<file path="config.mk">
export PLATFORM = sky130hd
export DESIGN_NAME = rx_hold_fifo
export DESIGN_NICKNAME = d
export VERILOG_FILES = /design/src/rtl/rx_hold_fifo.sv
export SDC_FILE = /design/constraint.sdc
export NUM_CORES = 1
export LEC_CHECK = 0
export CELL_PAD_IN_SITES_DETAIL_PLACEMENT = 1
export CELL_PAD_IN_SITES_GLOBAL_PLACEMENT = 1
export CORE_ASPECT_RATIO = 0.9
export CORE_MARGIN = 5
export CORE_UTILIZATION = 39
export CTS_BUF_LIST = sky130_fd_sc_hd__clkbuf_4 sky130_fd_sc_hd__clkbuf_8
export CTS_CLUSTER_DIAMETER = 80
export DETAILED_ROUTE_END_ITERATION = 10
export HOLD_SLACK_MARGIN = 0.12
export PLACE_DENSITY = 0.88
export SLEW_MARGIN = 20
export SYNTH_ARGS = -nofsm -noshare
export SYNTH_HDL_FRONTEND = slang
export SYNTH_SLANG_ARGS = --single-unit
</file>
<file path="constraint.sdc">
create_clock -name clk -period 1.6 [get_ports clk]
set_input_delay 0.4 -clock clk [delete_from_list [all_inputs] [get_ports clk]]
set_output_delay 0.4 -clock clk [all_outputs]
set_load 0.01 [all_outputs]
</file>
<file path="src/rtl/rx_hold_fifo.sv">
module rx_hold_fifo #(
  parameter int DATA_W = 8,
  parameter int DEPTH  = 3
) (
  input  logic              clk,
  input  logic              rst_n,
  input  logic              rx_en,
  input  logic              rx_rst,
  input  logic              auto_rts_en,
  input  logic              rx_irq_en,
  input  logic              start_det,
  input  logic              char_done,
  input  logic [DATA_W-1:0] char_data,
  input  logic              rd_stb,
  input  logic              err_clr,
  output logic [DATA_W-1:0] rd_data,
  output logic              fifo_ready,
  output logic              fifo_full,
  output logic              overrun,
  output logic              rts,
  output logic              irq
);
  localparam int PTR_W = (DEPTH > 1) ? $clog2(DEPTH) : 1;
  localparam int CNT_W = $clog2(DEPTH + 1);
  localparam logic [PTR_W-1:0] LAST = PTR_W'(DEPTH - 1);

  logic [DATA_W-1:0] mem [DEPTH];
  logic [PTR_W-1:0]  rd_ptr, wr_ptr;
  logic [CNT_W-1:0]  count;
  logic [DATA_W-1:0] hold_data;
  logic              hold_vld, blocked, ovr_q, rts_q;

  logic accept, space, pop, take, push;
  logic [DATA_W-1:0] push_data;

  assign accept    = rx_en && !blocked;
  assign space     = count < CNT_W'(DEPTH);
  assign pop       = rd_stb && (count != '0);
  assign take      = accept && char_done;
  assign push      = space && (hold_vld || take);
  assign push_data = hold_vld ? hold_data : char_data;

  always_ff @(posedge clk or negedge rst_n) begin
    if (!rst_n) begin
      for (int i = 0; i < DEPTH; i++) mem[i] <= '0;
      rd_ptr    <= '0;
      wr_ptr    <= '0;
      count     <= '0;
      hold_data <= '0;
      hold_vld  <= 1'b0;
      blocked   <= 1'b0;
      ovr_q     <= 1'b0;
      rts_q     <= 1'b1;
    end else if (rx_rst) begin
      rd_ptr   <= '0;
      wr_ptr   <= '0;
      count    <= '0;
      hold_vld <= 1'b0;
      blocked  <= 1'b1;
      ovr_q    <= 1'b0;
      rts_q    <= 1'b1;
    end else begin
      if (!rx_en) blocked <= 1'b0;
      if (push) begin
        mem[wr_ptr] <= push_data;
        wr_ptr      <= (wr_ptr == LAST) ? '0 : wr_ptr + 1'b1;
      end
      if (pop) rd_ptr <= (rd_ptr == LAST) ? '0 : rd_ptr + 1'b1;
      count <= count + CNT_W'(push) - CNT_W'(pop);
      if (take && (hold_vld || !space)) hold_data <= char_data;
      hold_vld <= take ? (hold_vld || !space) : (hold_vld && !space);
      if (accept && start_det && hold_vld) ovr_q <= 1'b1;
      else if (err_clr)                    ovr_q <= 1'b0;
      if (accept && start_det && !space) rts_q <= 1'b0;
      else if (space)                    rts_q <= 1'b1;
    end
  end

  assign rd_data    = mem[rd_ptr];
  assign fifo_ready = count != '0;
  assign fifo_full  = !space;
  assign overrun    = ovr_q;
  assign rts        = auto_rts_en ? rts_q : 1'b1;
  assign irq        = rx_irq_en && fifo_ready;
endmodule

</file>
==> out/results.tsv, run 1 <==
metric	value	unit
Post-Syn Area	1936	µm²
final hold violations	0	
TritonCTS clock tree	done	
Hold Path Depth	2	
Combinational Power Share	32.4	%
# port buffers	30	
Post-Synthesis Cells	185	
Final Slew Violations	0	
total core area	4835	µm²
worst slew pin tran	0.3585	ns
clock share of power	27.1	%
Worst Hold End	mem[20]$_DFFE_PN0P_	
die area	6474	µm²
critical path cell sequence	buf_6 -> mux2i_2 -> o21ai_2 -> buf_2	
Final nets	259	
HPWL Detailed	3454	µm
Worst Path Arrival	1.35	ns
Root Buffer Master	clkbuf_8	
Layout area overhead	42.53	%
die width	84.26	µm
num ports	31	
vias in the first global route	1789	
vias per cell	5.121	
top cells by area, synth	dfrtp_1 (53%), mux2i_1 (8.8%), o21ai_0 (8.8%)	
CP required	1.20	ns
FF-to-FF End	count[1]$_DFF_PN0_	
DRC viols	0	
die height	76.84	µm
Synth Warn #	0	
final setup vio count	9	
Crit Path Category	flop to primary output	
clock latency at the later pin of the worst-skew pair	0.29	ns
Clk pin slew, worst setup/hold paths	0.08	ns
FP Rows	24	
sequential area share after synthesis	54.36	%
Slowest-stage cell, CP	dfrtp_2	
Netlist cell types	34	
Post-synth top flop	dfrtp_1	
mean post-synth cell area	10.46	µm²
RSZ-0062 raised after global routing	yes	
DRT Pass-1 Iters	4	
PwrDens	1136	nW/µm²
Fin Setup TNS	-0.6396	ns
post-place instance area	2461	µm²
All-Layer GR Usage	17.37	%
antenna viol nets, final	0	
top-area cell type share of the netlist area	53.01	%
crit path from	rd_ptr[1]$_DFFE_PN0P_	
hold_sp	mem[20]$_DFFE_PN0P_	
CTS buffer count	5	
Post-Route M1 WL	2362	µm
area leader, netlist	dfrtp_1	
worst r2r src	blocked$_DFFE_PN0P_	
first-pass GRT wire length	8873	µm
Antenna Cells	0	
P_sw	964.8	µW
Switching Fraction	30.77	%
metal3 WL	181	µm
critical path capture point type	primary output	
starting DRC count in detailed routing	62	
H-tree level count	2	
Post-synth EDFFs	0	
clock buffer depth	2	
fill count	509	
status	finished with violations	
internal power	2.170	mW
DRT Wirelength	5715	µm
grt ovf	0	
Slew headroom	75.42	%
Max IR drop VDD	547.8	µV
clock skew	0.008517	ns
Max Fclk	570.6	MHz
static leakage	1.261	nW
r2r setup slk	0.03	ns
met2 WL	3134	µm
highest routed layer	met4	
final instance area	2759	µm²
Avg WL per Cell	18.74	µm
share of flip-flops with an asynchronous set or reset	100.0	%
sequential power share	40.5	%
GPL Wtd Cong	0.7047	
worst setup margin	-0.1526	ns
crit path max fanout	4	
Min-Delay Path Class	flop to flop	
pin count of the biggest net entering global routing	43	
initial antenna violation count	0	
Tmin final	1.753	ns
final period utilization	109.5	%
layout cells sized above 1	38.33	%
Starting Density	40.04	%
via count	1562	
post-synthesis register bit count	42	
net count after synthesis	205	
# clock sinks	42	
startpoint types	flop	
R2R cell count	7	
violated checks	negative setup slack	
max incr delay on CP	0.45	ns
number of max-cap violations	0	
==> final cells by class <==
| type | instances | area [µm²] | area share (%) |
|---|---|---|---|
| tap | 65 | 81.33 | 2.948 |
| sequential | 42 | 1054 | 38.19 |
| timing repair buffer | 56 | 511.7 | 18.55 |
| clock buffer | 6 | 76.32 | 2.766 |
| clock inverter | 2 | 37.54 | 1.361 |
| inverter | 4 | 15.01 | 0.5442 |
| multi-input combinational | 130 | 983.4 | 35.65 |
==> worst max-delay path: cells and delay by family, from the launching register on <==
kind / cells / cell delay (ns)
DFF: 1 / 0.45
muxes: 1 / 0.15
AOI/OAI and AO/OA: 1 / 0.16
buffers and inverters: 2 / 0.31
==> state kept, by name, indices dropped and copies added (netlist names) <==
register / cells
mem: 24
hold_data: 8
count: 2
rd_ptr: 2
wr_ptr: 2
blocked: 1
hold_vld: 1
overrun: 1
rts_q: 1
==> layer usage <==
| layer | GRT usage (%) | vias to the layer above |
|---|---|---|
| li1 | - | 741 |
| met1 | 19.50 | 790 |
| met2 | 33.36 | 29 |
| met3 | 3.215 | 2 |
| met4 | 4.341 | 0 |
| met5 | 0 | - |
==> worst max-delay path by stage <==
stage / end / slack [ns] / cells past startpoint
floorplan: count[0]$_DFF_PN0_ / 0.0009 / 7
global placement: count[1]$_DFF_PN0_ / -0.38 / 8
detailed placement: count[1]$_DFF_PN0_ / -0.49 / 8
CTS: rd_data[0] / -0.17 / 4
global route: rd_data[0] / -0.21 / 4
finish: rd_data[0] / -0.15 / 4
==> placed cells by master (no fill, tap or decap), types with 5 or more instances in the layout <==
cell type / Yosys / routed
mux2_4: 0 / 6
buf_2: 4 / 10
nor2_1: 5 / 5
buf_6: 0 / 7
o21ai_0: 34 / 25
o21ai_1: 1 / 5
nand2_2: 1 / 7
clkdlybuf4s50_1: 0 / 14
mux2i_1: 17 / 15
dfrtp_1: 41 / 40
buf_4: 2 / 15
nand2_1: 36 / 28
clkbuf_8: 0 / 5
==> cells by family (layout without fill, tap and decap cells) <==
kind of cell,Yosys count,in the layout,synth area share [%]
AND/OR/NAND/NOR,55,55,12.93
AO/OA/AOI/OAI,46,46,13.90
flip-flops,42,42,54.36
multiplexers,25,25,13.45
buffers and inverters,13,68,3.167
adder cells (fa/ha/maj),2,2,1.293
XOR/XNOR,2,2,0.9051
==> cells in the mapped netlist (2+ instances only) <==
cell type and instances:
a21oi_1 4, buf_2 4, buf_4 2, clkbuf_1 2, dfrtp_1 41, ha_1 2, inv_1 4, mux2_2 8
mux2i_1 17, nand2_1 36, nor2_1 5, nor2b_1 3, nor3_1 2, o211ai_2 2, o21ai_0 34
==> power by group through the flow <==
stage	clock network [mW]	registers (mW)	logic, mW
2_1_floorplan	0	1.26	0.380
3_3_place_gp	0	1.27	0.814
3_5_place_dp	0	1.27	0.856
4_1_cts	0.862	1.26	0.874
5_1_grt	0.910	1.29	1.11
6_report	0.848	1.27	1.02
==> stage by stage <==
stage	setup slack (ns)	power [mW]	std cells	util [%]	hold slack, ns
CTS	-0.1695	2.995	301	54.22	0.4910
global placement	-0.3826	2.080	291	50.91	0.3871
global route	-0.2081	3.304	305	57.07	0.5242
detailed placement	-0.4915	2.130	291	50.91	0.3909
finish	-0.1526	3.135	305	57.07	0.4922
floorplan	0.0009485	1.642	185	-	0.1044
==> timing repair <==
item,CTS,global route
cloned,0,0
setup buffers,1,4
gates resized for setup,69,37
pin swaps,12,8
setup endpoints to repair,33,23
hold buffers,1,0
endpoints found under the hold margin,41,0
(Power assumes the default switching activity.)
==> inputs of run 2 (changes only) <==
--- a/config.mk
+++ b/config.mk
@@ -15,6 +15,7 @@
 export DETAILED_ROUTE_END_ITERATION = 10
 export HOLD_SLACK_MARGIN = 0.12
 export PLACE_DENSITY = 0.88
+export REMOVE_ABC_BUFFERS = 1
 export SLEW_MARGIN = 20
 export SYNTH_ARGS = -nofsm -noshare
 export SYNTH_HDL_FRONTEND = slang
==> out/results.tsv, run 2 (synthesized netlist as in run 1, its figures left out) <==
metric	value	unit	change
worst setup margin	-0.1838	ns	was -0.1526 ns
initial antenna violation count	0		unchanged
critical path capture point type	primary output		unchanged
violated checks	negative setup slack		unchanged
PwrDens	1149	nW/µm²	was 1136 nW/µm²
met3 Usage GRT	3.644	%	was 3.215%
num ports	31		unchanged
worst slew pin tran	0.3891	ns	was 0.3585 ns
pre-CTS setup slack	-0.5015	ns	was -0.4915 ns
DRT Wirelength	5496	µm	was 5715 µm
Layout area overhead	41.82	%	was 42.53%
max reg flops	24		unchanged
CTS buffer count	5		unchanged
final period utilization	111.5	%	was 109.5%
max incr delay on CP	0.47	ns	was 0.45 ns
static leakage	1.230	nW	was 1.261 nW
final core utilization	56.78	%	was 57.07%
die width	84.26	µm	unchanged
critical path cell sequence	nor2b_4 -> buf_6 -> nand2_2 -> o21ai_2 -> buf_2		was buf_6 -> mux2i_2 -> o21ai_2 -> buf_2
Clk pin slew, worst setup/hold paths	0.08	ns	about the same
crit path max fanout	6		was 4
# port buffers	30		unchanged
final setup vio count	8		was 9
total core area	4835	µm²	unchanged
layout cells sized above 1	34.17	%	was 38.33%
fill count	512		was 509
TritonCTS clock tree	done		unchanged
Starting Density	40.04	%	unchanged
met2 global-route usage	31.62	%	was 33.36%
final hold violations	0		unchanged
status	finished with violations		unchanged
most frequent cells in the layout	dfrtp_1 (40), nand2_1 (31), o21ai_0 (25)		was dfrtp_1 (40), nand2_1 (28), o21ai_0 (25)
R2R cell count	7		unchanged
antenna viol nets, final	0		unchanged
grt met1 use	21.07	%	was 19.50%
Max Fclk	560.6	MHz	was 570.6 MHz
grt ovf	0		unchanged
Final Slew Violations	0		unchanged
vias in the first global route	1746		was 1789
H-tree level count	2		unchanged
clock buffer depth	2		unchanged
hold_sp	mem[10]$_DFFE_PN0P_		was mem[20]$_DFFE_PN0P_
RSZ-0062 raised after global routing	yes		unchanged
Slew headroom	74.06	%	was 75.42%
clock latency at the later pin of the worst-skew pair	0.29	ns	about the same
# clock sinks	42		unchanged
Top Registers	mem: 24 flops, hold_data: 8 flops		unchanged
Crit Path Category	flop to primary output		unchanged
GR peak layer	met2		unchanged
startpoint types	flop		unchanged
Max IR drop VDD	454.0	µV	was 547.8 µV
CP top delay family	flip-flops		unchanged
clock skew	0.008555	ns	was 0.008517 ns
die height	76.84	µm	unchanged
DRT Pass-1 Iters	4		unchanged
HPWL Detailed	3577	µm	was 3454 µm
r2r setup slk	0.03	ns	about the same
FF-to-FF End	count[0]$_DFF_PN0_		was count[1]$_DFF_PN0_
GPL Wtd Cong	0.7060		was 0.7047
Avg WL per Cell	18.02	µm	was 18.74 µm
worst r2r src	count[0]$_DFF_PN0_		was blocked$_DFFE_PN0P_
die area	6474	µm²	unchanged
via count	1564		was 1562
FP Rows	24		unchanged
most flop-heavy register	mem		unchanged
Hold Path Depth	2		unchanged
starting DRC count in detailed routing	53		was 62
DRC viols	0		unchanged
Min-Delay Path Class	flop to flop		unchanged
All-Layer GR Usage	17.44	%	was 17.37%
Slowest-stage cell, CP	dfrtp_2		unchanged
Worst Hold End	mem[10]$_DFFE_PN0P_		was mem[20]$_DFFE_PN0P_
vias per cell	5.128		was 5.121
Final nets	260		was 259
commonest non-fill, non-tap cell in the layout	dfrtp_1		unchanged
Worst Path Arrival	1.38	ns	was 1.35 ns
CP required	1.20	ns	about the same
pin count of the biggest net entering global routing	28		was 43
Root Buffer Master	clkbuf_8		unchanged
Antenna Cells	0		unchanged
Tmin final	1.784	ns	was 1.753 ns
Fin Setup TNS	-0.9106	ns	was -0.6396 ns
worst path bufs/invs	2		unchanged
first-pass GRT wire length	8935	µm	was 8873 µm
number of max-cap violations	0		unchanged
## run 2: worst max path at each step
stage	startpoint	slack (ns)	endpoint	depth (start not counted)
4_1_cts	rd_ptr[1]$_DFFE_PN0P_	-0.21	rd_data[0]	4
3_5_place_dp	rx_en	-0.50	count[1]$_DFF_PN0_	8
6_report	rd_ptr[1]$_DFFE_PN0P_	-0.18	rd_data[4]	5
5_1_grt	rd_ptr[1]$_DFFE_PN0P_	-0.23	rd_data[4]	5
3_3_place_gp	rx_en	-0.38	count[0]$_DFF_PN0_	7
2_1_floorplan	hold_vld$_DFF_PN0_	-0.04	count[0]$_DFF_PN0_	5
## run 2: layout make-up
cell class	instances	area, µm²	share of cell area, %
sequential	42	1054	38.38
multi-input combinational	130	948.4	34.55
timing repair buffer	57	531.8	19.37
clock buffer	6	82.58	3.008
tap	65	81.33	2.963
clock inverter	1	30.03	1.094
inverter	4	17.52	0.6381
## run 2: repair_timing
action                                  in CTS  in global routing
gates resized for setup                     77                 21
pin swaps                                   15                  8
hold endpoints to repair                    15                  0
hold buffers                                 1                  0
endpoints found under the setup margin      22                 23
buffers inserted                             3                  3
## run 2: stage by stage
| stage | std cells | power (mW) | cell area [µm²] | hold WS (ns) |
|---|---|---|---|---|
| final | 305 | 3.154 | 2745 | 0.4842 |
| after global routing | 305 | 3.329 | 2745 | 0.5161 |
| after CTS | 302 | 3.047 | 2648 | 0.4897 |
| after detailed placement | 291 | 2.148 | 2466 | 0.3397 |
| after global placement | 291 | 2.083 | 2466 | 0.3415 |
| after floorplan | 176 | 1.623 | 1889 | 0.1044 |
## run 2: power by group
part,switching (mW),internal [mW]
combinational,0.511,0.496
sequential,0.0892,1.19
clock,0.372,0.500
total,0.973,2.18
## run 2: layer usage
| layer | routed length [µm] | up-vias | share of wire, % |
|---|---|---|---|
| li1 | - | 746 | - |
| met1 | 2280 | 779 | 41 |
| met2 | 2887 | 29 | 53 |
| met3 | 176 | 10 | 3.2 |
| met4 | 151 | 0 | 2.7 |
| met5 | 0 | - | 0 |
## run 2: worst reg2reg max path, stage by stage, from the launching register on
cell	delay, ns
dfrtp_1	0.41
buf_6	0.15
o21ai_4	0.17
inv_2	0.07
ha_4	0.28
inv_4	0.04
ha_4	0.22
nor2b_1	0.13
==> inputs of run 3 (changes only) <==
--- a/config.mk
+++ b/config.mk
@@ -8,7 +8,7 @@
 export CELL_PAD_IN_SITES_DETAIL_PLACEMENT = 1
 export CELL_PAD_IN_SITES_GLOBAL_PLACEMENT = 1
 export CORE_ASPECT_RATIO = 0.9
-export CORE_MARGIN = 5
+export CORE_MARGIN = 10
 export CORE_UTILIZATION = 39
 export CTS_BUF_LIST = sky130_fd_sc_hd__clkbuf_4 sky130_fd_sc_hd__clkbuf_8
 export CTS_CLUSTER_DIAMETER = 80
==> out/results.tsv, run 3 (synthesized netlist as in run 1, its figures left out) <==
metric	value	unit	change
status	finished with violations		unchanged
violated checks	negative setup slack		unchanged
Post-Route M1 WL	2412	µm	was 2280 µm
Tmin final	1.804	ns	was 1.784 ns
crit path max fanout	4		was 6
CP required	1.20	ns	about the same
Power Total	3.216	mW	was 3.154 mW
# clock sinks	42		unchanged
die width	94.26	µm	was 84.26 µm
pre-CTS setup slack	-0.5209	ns	was -0.5015 ns
Max IR drop VDD	593.6	µV	was 454.0 µV
Layout area overhead	46.67	%	was 41.82%
HPWL Detailed	3548	µm	was 3577 µm
most frequent cells in the layout	dfrtp_1 (40), nand2_1 (33), o21ai_0 (23)		was dfrtp_1 (40), nand2_1 (31), o21ai_0 (25)
# port buffers	30		unchanged
static leakage	1.267	nW	was 1.230 nW
critical path cell sequence	buf_6 -> buf_6 -> mux2i_1 -> o21ai_1 -> buf_2		was nor2b_4 -> buf_6 -> nand2_2 -> o21ai_2 -> buf_2
worst slew pin tran	0.4106	ns	was 0.3891 ns
antenna viol nets, final	0		unchanged
clock skew	0.003208	ns	was 0.008555 ns
startpoint types	flop		unchanged
DRC viols	0		unchanged
vias per cell	5.239		was 5.128
max incr delay on CP	0.48	ns	was 0.47 ns
worst setup margin	-0.2039	ns	was -0.1838 ns
Final Slew Violations	0		unchanged
metal3 WL	220	µm	was 176 µm
number of max-cap violations	0		unchanged
fill count	505		was 512
Avg WL per Cell	19.12	µm	was 18.02 µm
final hold violations	0		unchanged
Starting Density	40.04	%	unchanged
grt ovf	0		unchanged
Slowest-stage cell, CP	dfrtp_2		unchanged
CTS buffer count	5		unchanged
die area	8185	µm²	was 6474 µm²
FF-to-FF End	count[1]$_DFF_PN0_		was count[0]$_DFF_PN0_
Max Fclk	554.4	MHz	was 560.6 MHz
CP top delay family	flip-flops		unchanged
worst path bufs/invs	3		was 2
final period utilization	112.7	%	was 111.5%
DRT Wirelength	5909	µm	was 5496 µm
initial antenna violation count	0		unchanged
Slew headroom	71.84	%	was 74.06%
Min-Delay Path Class	flop to flop		unchanged
H-tree level count	2		unchanged
worst r2r src	blocked$_DFFE_PN0P_		was count[0]$_DFF_PN0_
Clk pin slew, worst setup/hold paths	0.09	ns	was 0.08 ns
Antenna Cells	0		unchanged
num ports	31		unchanged
met2 WL	3093	µm	was 2887 µm
most flop-heavy register	mem		unchanged
PwrDens	1133	nW/µm²	was 1149 nW/µm²
layout cells sized above 1	37.30	%	was 34.17%
Hold Path Depth	2		unchanged
Crit Path Category	flop to primary output		unchanged
total core area	4835	µm²	unchanged
Worst Path Arrival	1.40	ns	was 1.38 ns
R2R cell count	8		was 7
max reg flops	24		unchanged
GPL Wtd Cong	0.7111		was 0.7060
final setup vio count	9		was 8
r2r setup slk	-0.06	ns	was 0.03 ns
DRT Pass-1 Iters	4		unchanged
RSZ-0062 raised after global routing	yes		unchanged
clock buffer depth	2		unchanged
clock latency at the later pin of the worst-skew pair	0.30	ns	was 0.29 ns
via count	1619		was 1564
highest routed layer	met4		unchanged
vias in the first global route	1739		was 1746
Root Buffer Master	clkbuf_8		unchanged
Worst Hold End	mem[13]$_DFFE_PN0P_		was mem[10]$_DFFE_PN0P_
TritonCTS clock tree	done		unchanged
Final nets	263		was 260
All-Layer GR Usage	13.54	%	was 17.44%
first-pass GRT wire length	8687	µm	was 8935 µm
most used cell, CP	buf_6		
pin count of the biggest net entering global routing	43		was 28
critical path capture point type	primary output		unchanged
Top Registers	mem: 24 flops, hold_data: 8 flops		unchanged
starting DRC count in detailed routing	102		was 53
FP Rows	24		unchanged
commonest non-fill, non-tap cell in the layout	dfrtp_1		unchanged
die height	86.84	µm	was 76.84 µm
hold_sp	mem[13]$_DFFE_PN0P_		was mem[10]$_DFFE_PN0P_
[run 3: cell types whose count changed in the layout (fill, tap and decap cells not counted), moves of 2 or more]
cell,delta
mux2i_2,+2
nand2_1,+2
mux2_2,-3
o21ai_2,+2
nand2_2,-3
mux2_4,+3
o21ai_0,-2
[run 3: area by class of cell]
| class | count | area, µm² | area share [%] |
|---|---|---|---|
| Sequential cell | 42 | 1054 | 37.11 |
| Multi-Input combinational cell | 130 | 997.2 | 35.13 |
| Timing Repair Buffer | 60 | 575.6 | 20.27 |
| Tap cell | 65 | 81.33 | 2.865 |
| Clock buffer | 6 | 76.32 | 2.688 |
| Clock inverter | 2 | 37.54 | 1.322 |
| Inverter | 4 | 17.52 | 0.6170 |
[run 3: tightest hold or removal path: stages (launching register included)]
cell and delay [ns]:
dfrtp_1 0.35, nand2_1 0.05, o21ai_0 0.06
[run 3: worst max path at each step]
stage	startpoint	to	slack, ns	cells past startpoint
global route	rd_ptr[1]$_DFFE_PN0P_	rd_data[5]	-0.30	5
floorplan	hold_vld$_DFF_PN0_	count[0]$_DFF_PN0_	-0.04	5
detailed placement	rx_en	count[1]$_DFF_PN0_	-0.52	8
finish	rd_ptr[1]$_DFFE_PN0P_	rd_data[5]	-0.20	5
CTS	rd_ptr[1]$_DFFE_PN0P_	rd_data[5]	-0.20	5
global placement	rx_en	count[0]$_DFF_PN0_	-0.43	7
[run 3: power breakdown]
part	internal, mW	leakage, nW	switching [mW]	total, mW
sequential	1.19	0.564	0.0824	1.27
clock	0.483	0.0548	0.399	0.882
combinational	0.533	0.648	0.533	1.07
total	2.20	1.27	1.01	3.22
[run 3: timing repair]
item / 4_1_cts / 5_1_grt
hold buffers: 1 / 0
endpoints found under the setup margin: 31 / 26
pin swaps: 8 / 9
buffers inserted: 4 / 5
endpoints found under the hold margin: 41 / 0
resized for setup: 71 / 39
cloned: 0 / 1
[run 3: per-layer routing]
| layer | track usage [%] | up-vias |
|---|---|---|
| li1 | - | 749 |
| met5 | 0 | - |
| met3 | 3.371 | 14 |
| met4 | 5.931 | 0 |
| met2 | 24.38 | 39 |
| met1 | 14.57 | 817 |
[run 3: per-stage QoR]
step | util (%) | hold slack, ns | setup TNS, ns | cell area [µm²] | cells
3_3_place_gp | 51.16 | 0.3933 | -11.38 | 2474 | 292
3_5_place_dp | 51.16 | 0.3987 | -14.02 | 2474 | 292
4_1_cts | 54.58 | 0.4879 | -1.296 | 2639 | 305
2_1_floorplan | - | 0.1044 | -0.07096 | 1889 | 176
5_1_grt | 58.72 | 0.5267 | -2.300 | 2839 | 309
6_report | 58.72 | 0.4855 | -1.350 | 2839 | 309
